--- src/rtl/lp_wake_pkg.sv ---
package lp_wake_pkg;
  typedef enum logic [1:0] {
    PM_RUN      = 2'd0,
    PM_EVT_WAIT = 2'd1,
    PM_IRQ_WAIT = 2'd2
  } pm_state_e;

  typedef struct packed {
    logic evt_on_pend;
    logic deep_sel;
    logic exit_sleep;
  } pm_ctrl_t;

  localparam int BIT_EXIT = 1;
  localparam int BIT_DEEP = 2;
  localparam int BIT_EVTP = 4;
endpackage

--- src/rtl/lp_ctrl_reg.sv ---
module lp_ctrl_reg
  import lp_wake_pkg::*;
#(
  parameter int ADDR_W    = 4,
  parameter int DATA_W    = 32,
  parameter int CTRL_ADDR = 0
) (
  input  logic              clk,
  input  logic              rst,
  input  logic              we,
  input  logic [ADDR_W-1:0] addr,
  input  logic [DATA_W-1:0] wdata,
  output logic [DATA_W-1:0] rdata,
  output pm_ctrl_t          ctrl
);
  localparam logic [ADDR_W-1:0] HIT_ADDR = ADDR_W'(CTRL_ADDR);

  logic              hit;
  logic [DATA_W-1:0] rdata_d;
  logic              unused_wdata_bits;

  assign hit = (addr == HIT_ADDR);
  assign unused_wdata_bits = ^wdata;

  always_ff @(posedge clk) begin
    if (rst) begin
      ctrl <= '0;
    end else if (we && hit) begin
      ctrl.exit_sleep  <= wdata[BIT_EXIT];
      ctrl.deep_sel    <= wdata[BIT_DEEP];
      ctrl.evt_on_pend <= wdata[BIT_EVTP];
    end
  end

  always_comb begin
    rdata_d = '0;
    if (hit) begin
      rdata_d[BIT_EXIT] = ctrl.exit_sleep;
      rdata_d[BIT_DEEP] = ctrl.deep_sel;
      rdata_d[BIT_EVTP] = ctrl.evt_on_pend;
    end
  end

  always_ff @(posedge clk) begin
    if (rst) rdata <= '0;
    else     rdata <= rdata_d;
  end


  ctrl_hold_chk: assert property (@(posedge clk) disable iff (rst)
    !(we && hit) |=> $stable(ctrl));
endmodule

--- src/rtl/lp_wake_sources.sv ---
module lp_wake_sources #(
  parameter int NUM_IRQ = 8
) (
  input  logic               clk,
  input  logic               rst,
  input  logic               evt_on_pend,
  input  logic               sev_pulse,
  input  logic               ext_event,
  input  logic [NUM_IRQ-1:0] irq_pend,
  input  logic [NUM_IRQ-1:0] irq_en,
  output logic               evt_now,
  output logic               irq_level
);
  logic [NUM_IRQ-1:0] qual;
  logic [NUM_IRQ-1:0] qual_q;
  logic               ext_q;

  for (genvar i = 0; i < NUM_IRQ; i++) begin : g_qual
    assign qual[i] = irq_pend[i] & (irq_en[i] | evt_on_pend);
  end

  always_ff @(posedge clk) begin
    if (rst) begin
      qual_q <= '0;
      ext_q  <= 1'b0;
    end else begin
      qual_q <= qual;
      ext_q  <= ext_event;
    end
  end

  assign irq_level = |qual;
  assign evt_now   = sev_pulse | (ext_event & ~ext_q) | (|(qual & ~qual_q));
endmodule

--- src/rtl/lp_sleep_fsm.sv ---
module lp_sleep_fsm
  import lp_wake_pkg::*;
(
  input  logic     clk,
  input  logic     rst,
  input  pm_ctrl_t ctrl,
  input  logic     wfe_req,
  input  logic     wfi_req,
  input  logic     exc_return,
  input  logic     evt_now,
  input  logic     irq_level,
  output logic     sleep_o,
  output logic     deep_sleep_o,
  output logic     wake_o
);
  pm_state_e state_q, state_d;
  logic      latch_q, latch_d;
  logic      mode_q, mode_d;
  logic      wake_d;
  logic      irq_sleep_req;

  assign irq_sleep_req = wfi_req | (exc_return & ctrl.exit_sleep);

  always_comb begin
    state_d = state_q;
    latch_d = latch_q;
    mode_d  = mode_q;
    wake_d  = 1'b0;
    case (state_q)
      PM_RUN: begin
        if (wfe_req) begin
          if (latch_q || evt_now) begin
            latch_d = 1'b0;
            wake_d  = 1'b1;
          end else begin
            state_d = PM_EVT_WAIT;
            mode_d  = ctrl.deep_sel;
          end
        end else begin
          if (evt_now) latch_d = 1'b1;
          if (irq_sleep_req) begin
            if (irq_level) begin
              wake_d = 1'b1;
            end else begin
              state_d = PM_IRQ_WAIT;
              mode_d  = ctrl.deep_sel;
            end
          end
        end
      end
      PM_EVT_WAIT: begin
        if (evt_now) begin
          state_d = PM_RUN;
          wake_d  = 1'b1;
        end
      end
      PM_IRQ_WAIT: begin
        if (evt_now) latch_d = 1'b1;
        if (irq_level) begin
          state_d = PM_RUN;
          wake_d  = 1'b1;
        end
      end
      default: state_d = PM_RUN;
    endcase
  end

  always_ff @(posedge clk) begin
    if (rst) begin
      state_q      <= PM_RUN;
      latch_q      <= 1'b0;
      mode_q       <= 1'b0;
      sleep_o      <= 1'b0;
      deep_sleep_o <= 1'b0;
      wake_o       <= 1'b0;
    end else begin
      state_q      <= state_d;
      latch_q      <= latch_d;
      mode_q       <= mode_d;
      sleep_o      <= (state_d != PM_RUN) && !mode_d;
      deep_sleep_o <= (state_d != PM_RUN) && mode_d;
      wake_o       <= wake_d;
    end
  end


  wake_single_chk: assert property (@(posedge clk) disable iff (rst)
    wake_o |=> !wake_o);


  mode_excl_chk: assert property (@(posedge clk) disable iff (rst)
    !(sleep_o && deep_sleep_o));


  latch_consume_chk: assert property (@(posedge clk) disable iff (rst)
    (state_q == PM_RUN && wfe_req && latch_q) |=>
      (!latch_q && wake_o && !sleep_o && !deep_sleep_o));


  evt_wake_chk: assert property (@(posedge clk) disable iff (rst)
    (state_q == PM_EVT_WAIT && evt_now) |=>
      (wake_o && !sleep_o && !deep_sleep_o));


  irq_hold_chk: assert property (@(posedge clk) disable iff (rst)
    (state_q == PM_IRQ_WAIT && !irq_level) |=> (state_q == PM_IRQ_WAIT));
endmodule

--- src/rtl/lp_wake_ctrl.sv ---
module lp_wake_ctrl
  import lp_wake_pkg::*;
#(
  parameter int NUM_IRQ   = 8,
  parameter int ADDR_W    = 4,
  parameter int DATA_W    = 32,
  parameter int CTRL_ADDR = 0
) (
  input  logic               clk,
  input  logic               rst,
  input  logic               reg_we,
  input  logic [ADDR_W-1:0]  reg_addr,
  input  logic [DATA_W-1:0]  reg_wdata,
  output logic [DATA_W-1:0]  reg_rdata,
  input  logic               wfe_req,
  input  logic               wfi_req,
  input  logic               sev_pulse,
  input  logic               ext_event,
  input  logic [NUM_IRQ-1:0] irq_pend,
  input  logic [NUM_IRQ-1:0] irq_en,
  input  logic               exc_return,
  output logic               sleep_o,
  output logic               deep_sleep_o,
  output logic               wake_o
);
  pm_ctrl_t ctrl;
  logic     evt_now;
  logic     irq_level;

  lp_ctrl_reg #(
    .ADDR_W(ADDR_W), .DATA_W(DATA_W), .CTRL_ADDR(CTRL_ADDR)
  ) u_reg (
    .clk(clk), .rst(rst), .we(reg_we), .addr(reg_addr),
    .wdata(reg_wdata), .rdata(reg_rdata), .ctrl(ctrl)
  );

  lp_wake_sources #(.NUM_IRQ(NUM_IRQ)) u_src (
    .clk(clk), .rst(rst), .evt_on_pend(ctrl.evt_on_pend),
    .sev_pulse(sev_pulse), .ext_event(ext_event),
    .irq_pend(irq_pend), .irq_en(irq_en),
    .evt_now(evt_now), .irq_level(irq_level)
  );

  lp_sleep_fsm u_fsm (
    .clk(clk), .rst(rst), .ctrl(ctrl),
    .wfe_req(wfe_req), .wfi_req(wfi_req), .exc_return(exc_return),
    .evt_now(evt_now), .irq_level(irq_level),
    .sleep_o(sleep_o), .deep_sleep_o(deep_sleep_o), .wake_o(wake_o)
  );
endmodule

--- config.mk ---
export PLATFORM = sky130hd
export DESIGN_NAME = lp_wake_ctrl
export DESIGN_NICKNAME = d
export VERILOG_FILES = /design/src/rtl/lp_wake_pkg.sv /design/src/rtl/lp_ctrl_reg.sv /design/src/rtl/lp_wake_sources.sv /design/src/rtl/lp_sleep_fsm.sv /design/src/rtl/lp_wake_ctrl.sv
export SDC_FILE = /design/constraint.sdc
export NUM_CORES = 1
export LEC_CHECK = 0
export ABC_CLOCK_PERIOD_IN_PS = 2400
export BUFFER_PORTS_ARGS = -buffer_cell sky130_fd_sc_hd__buf_4
export CAP_MARGIN = 20
export CORE_ASPECT_RATIO = 1.2
export CORE_UTILIZATION = 41
export DETAILED_ROUTE_END_ITERATION = 8
export PLACE_DENSITY = 0.93
export REMOVE_ABC_BUFFERS = 1
export SLEW_MARGIN = 30
export SYNTH_ARGS = -nofsm -noshare
export SYNTH_HDL_FRONTEND = slang
export SYNTH_SLANG_ARGS = --single-unit
--- constraint.sdc ---
create_clock -name clk -period 2.4 [get_ports clk]
set_input_delay 0.12 -clock clk [delete_from_list [all_inputs] [get_ports clk]]
set_output_delay 0.12 -clock clk [all_outputs]
set_load 0.1 [all_outputs]
==> results.json, run 1 <==
{
  "outcome": "finished, final reports clean",
  "final_core_utilization": 0.535,
  "wl_per_cell_um": 10.1,
  "synthesis.instances": 138,
  "leakage_nw": 0.670,
  "starting_density": 0.447,
  "worst-endpoint-required_ns": 2.65,
  "cts_buffers": 3,
  "cpMaxStageDelayCell": "sky130_fd_sc_hd__dfxtp_1",
  "post_synth.cell_area_avg_sq_um": 8.50,
  "max-vdd-ir-drop_mv": 0.390,
  "synth-seq-cells": 22,
  "wirelength_um": 2080,
  "cts-hold-fix-buffers": 0,
  "synth-edff-count": 0,
  "post-synth-top-area-fraction": 0.375,
  "finalHoldViolations": 0,
  "drcViolationCount": 0,
  "pwr-share-seq": 0.391,
  "critical_path_class": "reg2reg",
  "final_antenna_net_count": 0,
  "worstRegToRegCells": 6,
  "global_route_congestion_overflow_total": 0,
  "worstHoldEndpoint": "u_reg.ctrl[0]",
  "grt_pass1_wl_um": 3590,
  "reg2reg_to": "u_fsm.sleep_o",
  "p_sw_frac": 0.383,
  "maxCapViolations": 0,
  "power.internal_mw": 0.601,
  "ys.flop_type": "sky130_fd_sc_hd__dfxtp_1",
  "rsz0062_at_grt": "no",
  "grt_pass1_vias": 879,
  "synth-async-reset-ratio": 0,
  "drv_slew": 0,
  "number_of_placement_rows": 20,
  "minimum_clock_period_ns": 1.88,
  "critical_path.max_stage_delay_ns": 0.45,
  "totalNegativeSetupSlack_ns": 0,
  "worstSetupEndpointType": "register",
  "netSwitchingPower_mw": 0.373,
  "instance_count_along_the_most_critical_hold_path": 3,
  "grt_antenna_before_repair": 0,
  "report.final.setup_viol": 0,
  "arrival_ns": 2.13,
  "postCtsResizedCells": 0,
  "cts_post_setup_buffers_inserted": 0,
  "origin_of_the_worst_min_delay_path": "reg_wdata[1]",
  "reg2reg_slack_ns": 0.52,
  "die_w_um": 50.8,
  "post_cts_clock_slew_at_the_launch_and_capture_registers_of_the_worst_setup_and_hold_paths_ns": 0.12,
  "globalplace.congestion": 0.882,
  "post_synth_main_area_contributors": "sky130_fd_sc_hd__dfxtp_1 38%, sky130_fd_sc_hd__buf_4 19%, sky130_fd_sc_hd__nor2_1 6.7%",
  "clock_power_share": 0.282,
  "drt_pass1_iterations": 5,
  "first_iter_violations": 12,
  "period_share": 0.782,
  "viasPerCell": 4.70,
  "cellPowerDensity_nw_per_um2": 692,
  "share_comb_of_total_power": 0.326,
  "synthDominantAreaCellType": "sky130_fd_sc_hd__dfxtp_1",
  "mappedNetlistArea_sq_um": 1170,
  "critPathMaxFanout": 11,
  "timing.clock.skew_ns": 0.00190,
  "groute.usage.overall": 0.155,
  "num_vias": 972,
  "post_route_cells_drive_above_1_share": 0.287,
  "ys.warnings.count": 0,
  "clock-root-buffer": "sky130_fd_sc_hd__clkbuf_4",
  "dpl.hpwl_um": 1720,
  "worst_skew_pair.late_latency_ns": 0.30,
  "fp.dieArea_sq_um": 3080,
  "worstHoldPathType": "in2reg",
  "timing.critical_path.cells": "o21ai_0 > o22ai_2 > nor3_4 > nand2_2 > o32a_1 > and3b_1",
  "peak_freq_mhz": 533,
  "nets": 235,
  "floorplan.die.height_um": 60.6,
  "cts-htree-levels": 1,
  "coreArea_sq_um": 2630,
  "grt_start_max_net_pins": 19,
  "clock_tree.buffer_depth": 2,
  "layout.cells.most_common_list": "36 x sky130_fd_sc_hd__buf_4, 29 x sky130_fd_sc_hd__conb_1, 22 x sky130_fd_sc_hd__dfxtp_1",
  "top_level_ports": 95,
  "synth_seq_area_share": 0.375,
  "cts_tree": "done",
  "num-fill-cells": 273,
  "synth.distinct_cells": 34,
  "layout_commonest_cell": "sky130_fd_sc_hd__buf_4",
  "clock_sink_count": 22,
  "placement.io_buffers": 36,
  "antenna_cells": 0,
  "reg2reg_from": "u_reg.ctrl[2]",
  "syn2layout_area_growth_pct": 19.8,
  "cp-start-kind": "register"
}
-- worst max-delay path, delay by kind of cell (launching register included) --
kind / cells / cell delay, ns
AO/OA/AOI/OAI: 3 / 0.84
AND/OR/NAND/NOR: 3 / 0.54
flip-flops: 1 / 0.45
-- power groups by stage --
stage | Combinational [mW] | Sequential [mW] | Clock [mW]
finish | 0.318 | 0.381 | 0.275
global route | 0.334 | 0.382 | 0.296
global placement | 0.315 | 0.389 | 0
floorplan | 0.240 | 0.406 | 0
CTS | 0.317 | 0.381 | 0.280
detailed placement | 0.317 | 0.390 | 0
-- cell type report --
type	count	area, sq um	area share
repair buffers	36	270	0.192
flip-flops and latches	22	440	0.313
inverters	6	22.5	0.0160
well taps	33	41.3	0.0294
clock inverters	1	30.0	0.0214
multi-input cells	106	579	0.412
clock buffers	3	22.5	0.0160
-- per-layer routing --
| metal | up-vias | part of all wire | track usage |
|---|---|---|---|
| met5 | - | 0 | 0 |
| met4 | 0 | 0.011 | 0.0595 |
| met3 | 4 | 0.074 | 0.0226 |
| met2 | 58 | 0.49 | 0.274 |
| met1 | 423 | 0.42 | 0.190 |
| li1 | 487 | - | - |
-- cells by family after synthesis --
group                  Yosys count  synth area share
AOI/OAI and AO/OA               29             0.176
buffers and inverters           38             0.221
DFF                             22             0.375
muxes                            3            0.0256
other                            1           0.00320
and+or+nand+nor                 45             0.199
-- sequential cells by signal (all words and copies together) (netlist names) --
register and cells:
u_src.qual_q 8, u_reg.ctrl 3, u_reg.rdata 3, u_fsm.state_q 2, u_fsm.deep_sleep_o 1, u_fsm.latch_q 1
u_fsm.mode_q 1, u_fsm.sleep_o 1, u_fsm.wake_o 1, u_src.ext_q 1
-- synth_stat cells, types with 2 or more instances --
cell                       instances
sky130_fd_sc_hd__nand3b_1          2
sky130_fd_sc_hd__nor3_1            2
sky130_fd_sc_hd__nand2_1           4
sky130_fd_sc_hd__inv_1             6
sky130_fd_sc_hd__clkbuf_1          2
sky130_fd_sc_hd__o21ai_2           2
sky130_fd_sc_hd__a22oi_1           4
sky130_fd_sc_hd__and2_1            4
sky130_fd_sc_hd__a21oi_1           6
sky130_fd_sc_hd__nor2_1           21
sky130_fd_sc_hd__nor4_1            4
sky130_fd_sc_hd__dfxtp_1          22
sky130_fd_sc_hd__buf_4            29
sky130_fd_sc_hd__mux2i_1           3
sky130_fd_sc_hd__o21ai_1           8
-- worst max path at each step --
stage	from	cells after the start	slack [ns]	endpoint
after CTS	u_reg.ctrl[2]	6	0.51	u_fsm.sleep_o
final	u_reg.ctrl[2]	6	0.52	u_fsm.sleep_o
after global routing	u_reg.ctrl[2]	6	0.36	u_fsm.sleep_o
after detailed placement	u_reg.ctrl[2]	6	0.53	u_fsm.sleep_o
after global placement	u_reg.ctrl[2]	6	0.57	u_fsm.sleep_o
after floorplan	u_reg.ctrl[2]	6	0.73	u_fsm.sleep_o
-- through the flow --
stage / worst slack (ns) / cell area [sq um] / instances / hold slack [ns] / power [mW]
final: 0.523 / 1410 / 207 / 0.0493 / 0.974
after CTS: 0.507 / 1410 / 207 / 0.0459 / 0.978
after floorplan: 0.727 / 1040 / 134 / 0.187 / 0.646
after global routing: 0.356 / 1410 / 207 / 0.0436 / 1.01
after global placement: 0.570 / 1350 / 203 / 0.352 / 0.704
after detailed placement: 0.529 / 1350 / 203 / 0.362 / 0.706
Note: power is estimated with default switching activity, not from simulation.
==> run 2, diff against run 1 <==
--- a/config.mk
+++ b/config.mk
@@ -5,13 +5,13 @@
 export SDC_FILE = /design/constraint.sdc
 export NUM_CORES = 1
 export LEC_CHECK = 0
-export ABC_CLOCK_PERIOD_IN_PS = 2400
+export ABC_CLOCK_PERIOD_IN_PS = 1900
 export BUFFER_PORTS_ARGS = -buffer_cell sky130_fd_sc_hd__buf_4
 export CAP_MARGIN = 20
 export CORE_ASPECT_RATIO = 1.2
-export CORE_UTILIZATION = 41
+export CORE_UTILIZATION = 38
 export DETAILED_ROUTE_END_ITERATION = 8
-export PLACE_DENSITY = 0.93
+export PLACE_DENSITY = 0.87
 export REMOVE_ABC_BUFFERS = 1
 export SLEW_MARGIN = 30
 export SYNTH_ARGS = -nofsm -noshare
==> constraint.sdc (replaced) <==
create_clock -name clk -period 1.9 [get_ports clk]
set_input_delay 0.095 -clock clk [delete_from_list [all_inputs] [get_ports clk]]
set_output_delay 0.095 -clock clk [all_outputs]
set_load 0.1 [all_outputs]
==> results.json, run 2 (same netlist as run 1, synthesis figures left out) <==
{
  "timing.clock.skew_ns": 0.00820,
  "antenna_cells": 0,
  "grt_start_max_net_pins": 19,
  "die_w_um": 52.7,
  "finalHoldViolations": 0,
  "cts_buffers": 3,
  "netSwitchingPower_mw": 0.458,
  "wirelength_um": 2160,
  "drcViolationCount": 0,
  "drt_pass1_iterations": 4,
  "coreArea_sq_um": 2860,
  "first_iter_violations": 28,
  "largest_register": "u_src.qual_q",
  "cellPowerDensity_nw_per_um2": 776,
  "timing.critical_path.cells": "o21ai_1 > o22ai_2 > nor3_4 > buf_4 > and3_1 > o21ai_1 > and3b_1",
  "max_ffs_per_register": 8,
  "final.hold.worst_slack_ns": 0.0326,
  "viasPerCell": 4.73,
  "clock_power_share": 0.181,
  "instance_count_along_the_most_critical_hold_path": 3,
  "critical-path-top-cell-by-count": "sky130_fd_sc_hd__o21ai_1",
  "global_route_congestion_overflow_total": 0,
  "dpl.hpwl_um": 1770,
  "worstRegToRegCells": 7,
  "cts_post_setup_buffers_inserted": 0,
  "cts_tree": "done",
  "post_route_cells_drive_above_1_share": 0.291,
  "groute.usage.overall": 0.139,
  "period_share": 0.886,
  "layout_commonest_cell": "sky130_fd_sc_hd__buf_4",
  "clock_tree.buffer_depth": 2,
  "placement.io_buffers": 36,
  "report.final.setup_viol": 0,
  "pwr-share-seq": 0.445,
  "num-fill-cells": 291,
  "minimum_clock_period_ns": 1.68,
  "worstSetupEndpointType": "register",
  "syn2layout_area_growth_pct": 18.7,
  "grt_pass1_wl_um": 3540,
  "outcome": "finished, final reports clean",
  "reg2reg_from": "u_reg.ctrl[2]",
  "wl_per_cell_um": 10.3,
  "arrival_ns": 1.94,
  "reg2reg_slack_ns": 0.22,
  "clock-root-buffer": "sky130_fd_sc_hd__clkbuf_4",
  "nets": 237,
  "worst_skew_pair.late_latency_ns": 0.30,
  "maxCapViolations": 0,
  "top_level_ports": 95,
  "rsz0062_at_grt": "no",
  "starting_density": 0.410,
  "regs_by_ff_count": "u_src.qual_q (8), u_reg.ctrl (3), u_reg.rdata (3)",
  "reg2reg_to": "u_fsm.sleep_o",
  "floorplan.die.height_um": 62.9,
  "number_of_placement_rows": 21,
  "p_sw_frac": 0.424,
  "num_vias": 988,
  "worst-endpoint-required_ns": 2.15,
  "drv_slew": 0,
  "worstHoldPathType": "in2reg",
  "cpMaxStageDelayCell": "sky130_fd_sc_hd__dfxtp_1",
  "final_antenna_net_count": 0,
  "globalplace.congestion": 0.854,
  "clock_sink_count": 22,
  "leakage_nw": 0.667,
  "cp-start-kind": "register",
  "cp_top_family": "compound AO/OA/AOI/OAI gates",
  "cts-hold-fix-buffers": 0,
  "worstHoldEndpoint": "u_reg.ctrl[2]",
  "post_cts_clock_slew_at_the_launch_and_capture_registers_of_the_worst_setup_and_hold_paths_ns": 0.11,
  "fp.dieArea_sq_um": 3320,
  "critical_path_class": "reg2reg",
  "cp.buffers_inverters": 1,
  "grt_pass1_vias": 844,
  "peak_freq_mhz": 594,
  "share_comb_of_total_power": 0.374,
  "critPathMaxFanout": 9,
  "totalNegativeSetupSlack_ns": 0,
  "grt_antenna_before_repair": 0,
  "layout.cells.most_common_list": "38 x sky130_fd_sc_hd__buf_4, 29 x sky130_fd_sc_hd__conb_1, 22 x sky130_fd_sc_hd__dfxtp_1",
  "cts-htree-levels": 1,
  "critical_path.max_stage_delay_ns": 0.53,
  "power.internal_mw": 0.622,
  "max-vdd-ir-drop_mv": 0.459,
  "postCtsResizedCells": 0,
  "origin_of_the_worst_min_delay_path": "reg_wdata[4]"
}
run 2: final cells by class:
cell class	count	area (sq um)	share of cell area
multi-input cells	106	579	0.416
clock buffers	3	22.5	0.0162
flip-flops and latches	22	440	0.316
repair buffers	38	285	0.205
inverters	6	22.5	0.0162
well taps	34	42.5	0.0305
run 2: through the flow:
step	setup WS [ns]	util	power, mW	cells	instance area, sq um
floorplan	0.227	-	0.816	134	1040
global placement	0.138	0.478	0.891	206	1370
detailed placement	0.140	0.478	0.894	206	1370
CTS	0.116	0.486	1.08	209	1390
global route	0.0171	0.486	1.13	209	1390
finish	0.216	0.486	1.08	209	1390
run 2: layer usage:
metal,part of all wire,vias up,GRT usage
met5,0,-,0
met4,0.020,0,0.0691
met3,0.075,6,0.0243
met2,0.51,56,0.234
met1,0.39,440,0.163
li1,-,486,-
run 2: worst max-delay path by stage:
stage                             start       endpoint  slack, ns  cells after the start
after CTS                 u_reg.ctrl[2]  u_fsm.sleep_o       0.12                      6
after global routing      u_reg.ctrl[2]  u_fsm.sleep_o       0.02                      7
after global placement    u_reg.ctrl[2]  u_fsm.sleep_o       0.14                      6
final                     u_reg.ctrl[2]  u_fsm.sleep_o       0.22                      7
after detailed placement  u_reg.ctrl[2]  u_fsm.sleep_o       0.14                      6
after floorplan           u_reg.ctrl[2]  u_fsm.sleep_o       0.23                      6
run 2: power groups by stage:
stage	Combinational (mW)	Clock [mW]	Sequential [mW]
after global placement	0.400	0	0.491
after CTS	0.403	0.199	0.481
after detailed placement	0.402	0	0.492
after global routing	0.419	0.228	0.483
final	0.404	0.195	0.481
after floorplan	0.304	0	0.512
run 2: worst min-delay path, stage by stage:
cell and delay [ns]:
sky130_fd_sc_hd__buf_4 0.07, sky130_fd_sc_hd__mux2i_1 0.05, sky130_fd_sc_hd__nor2_1 0.08
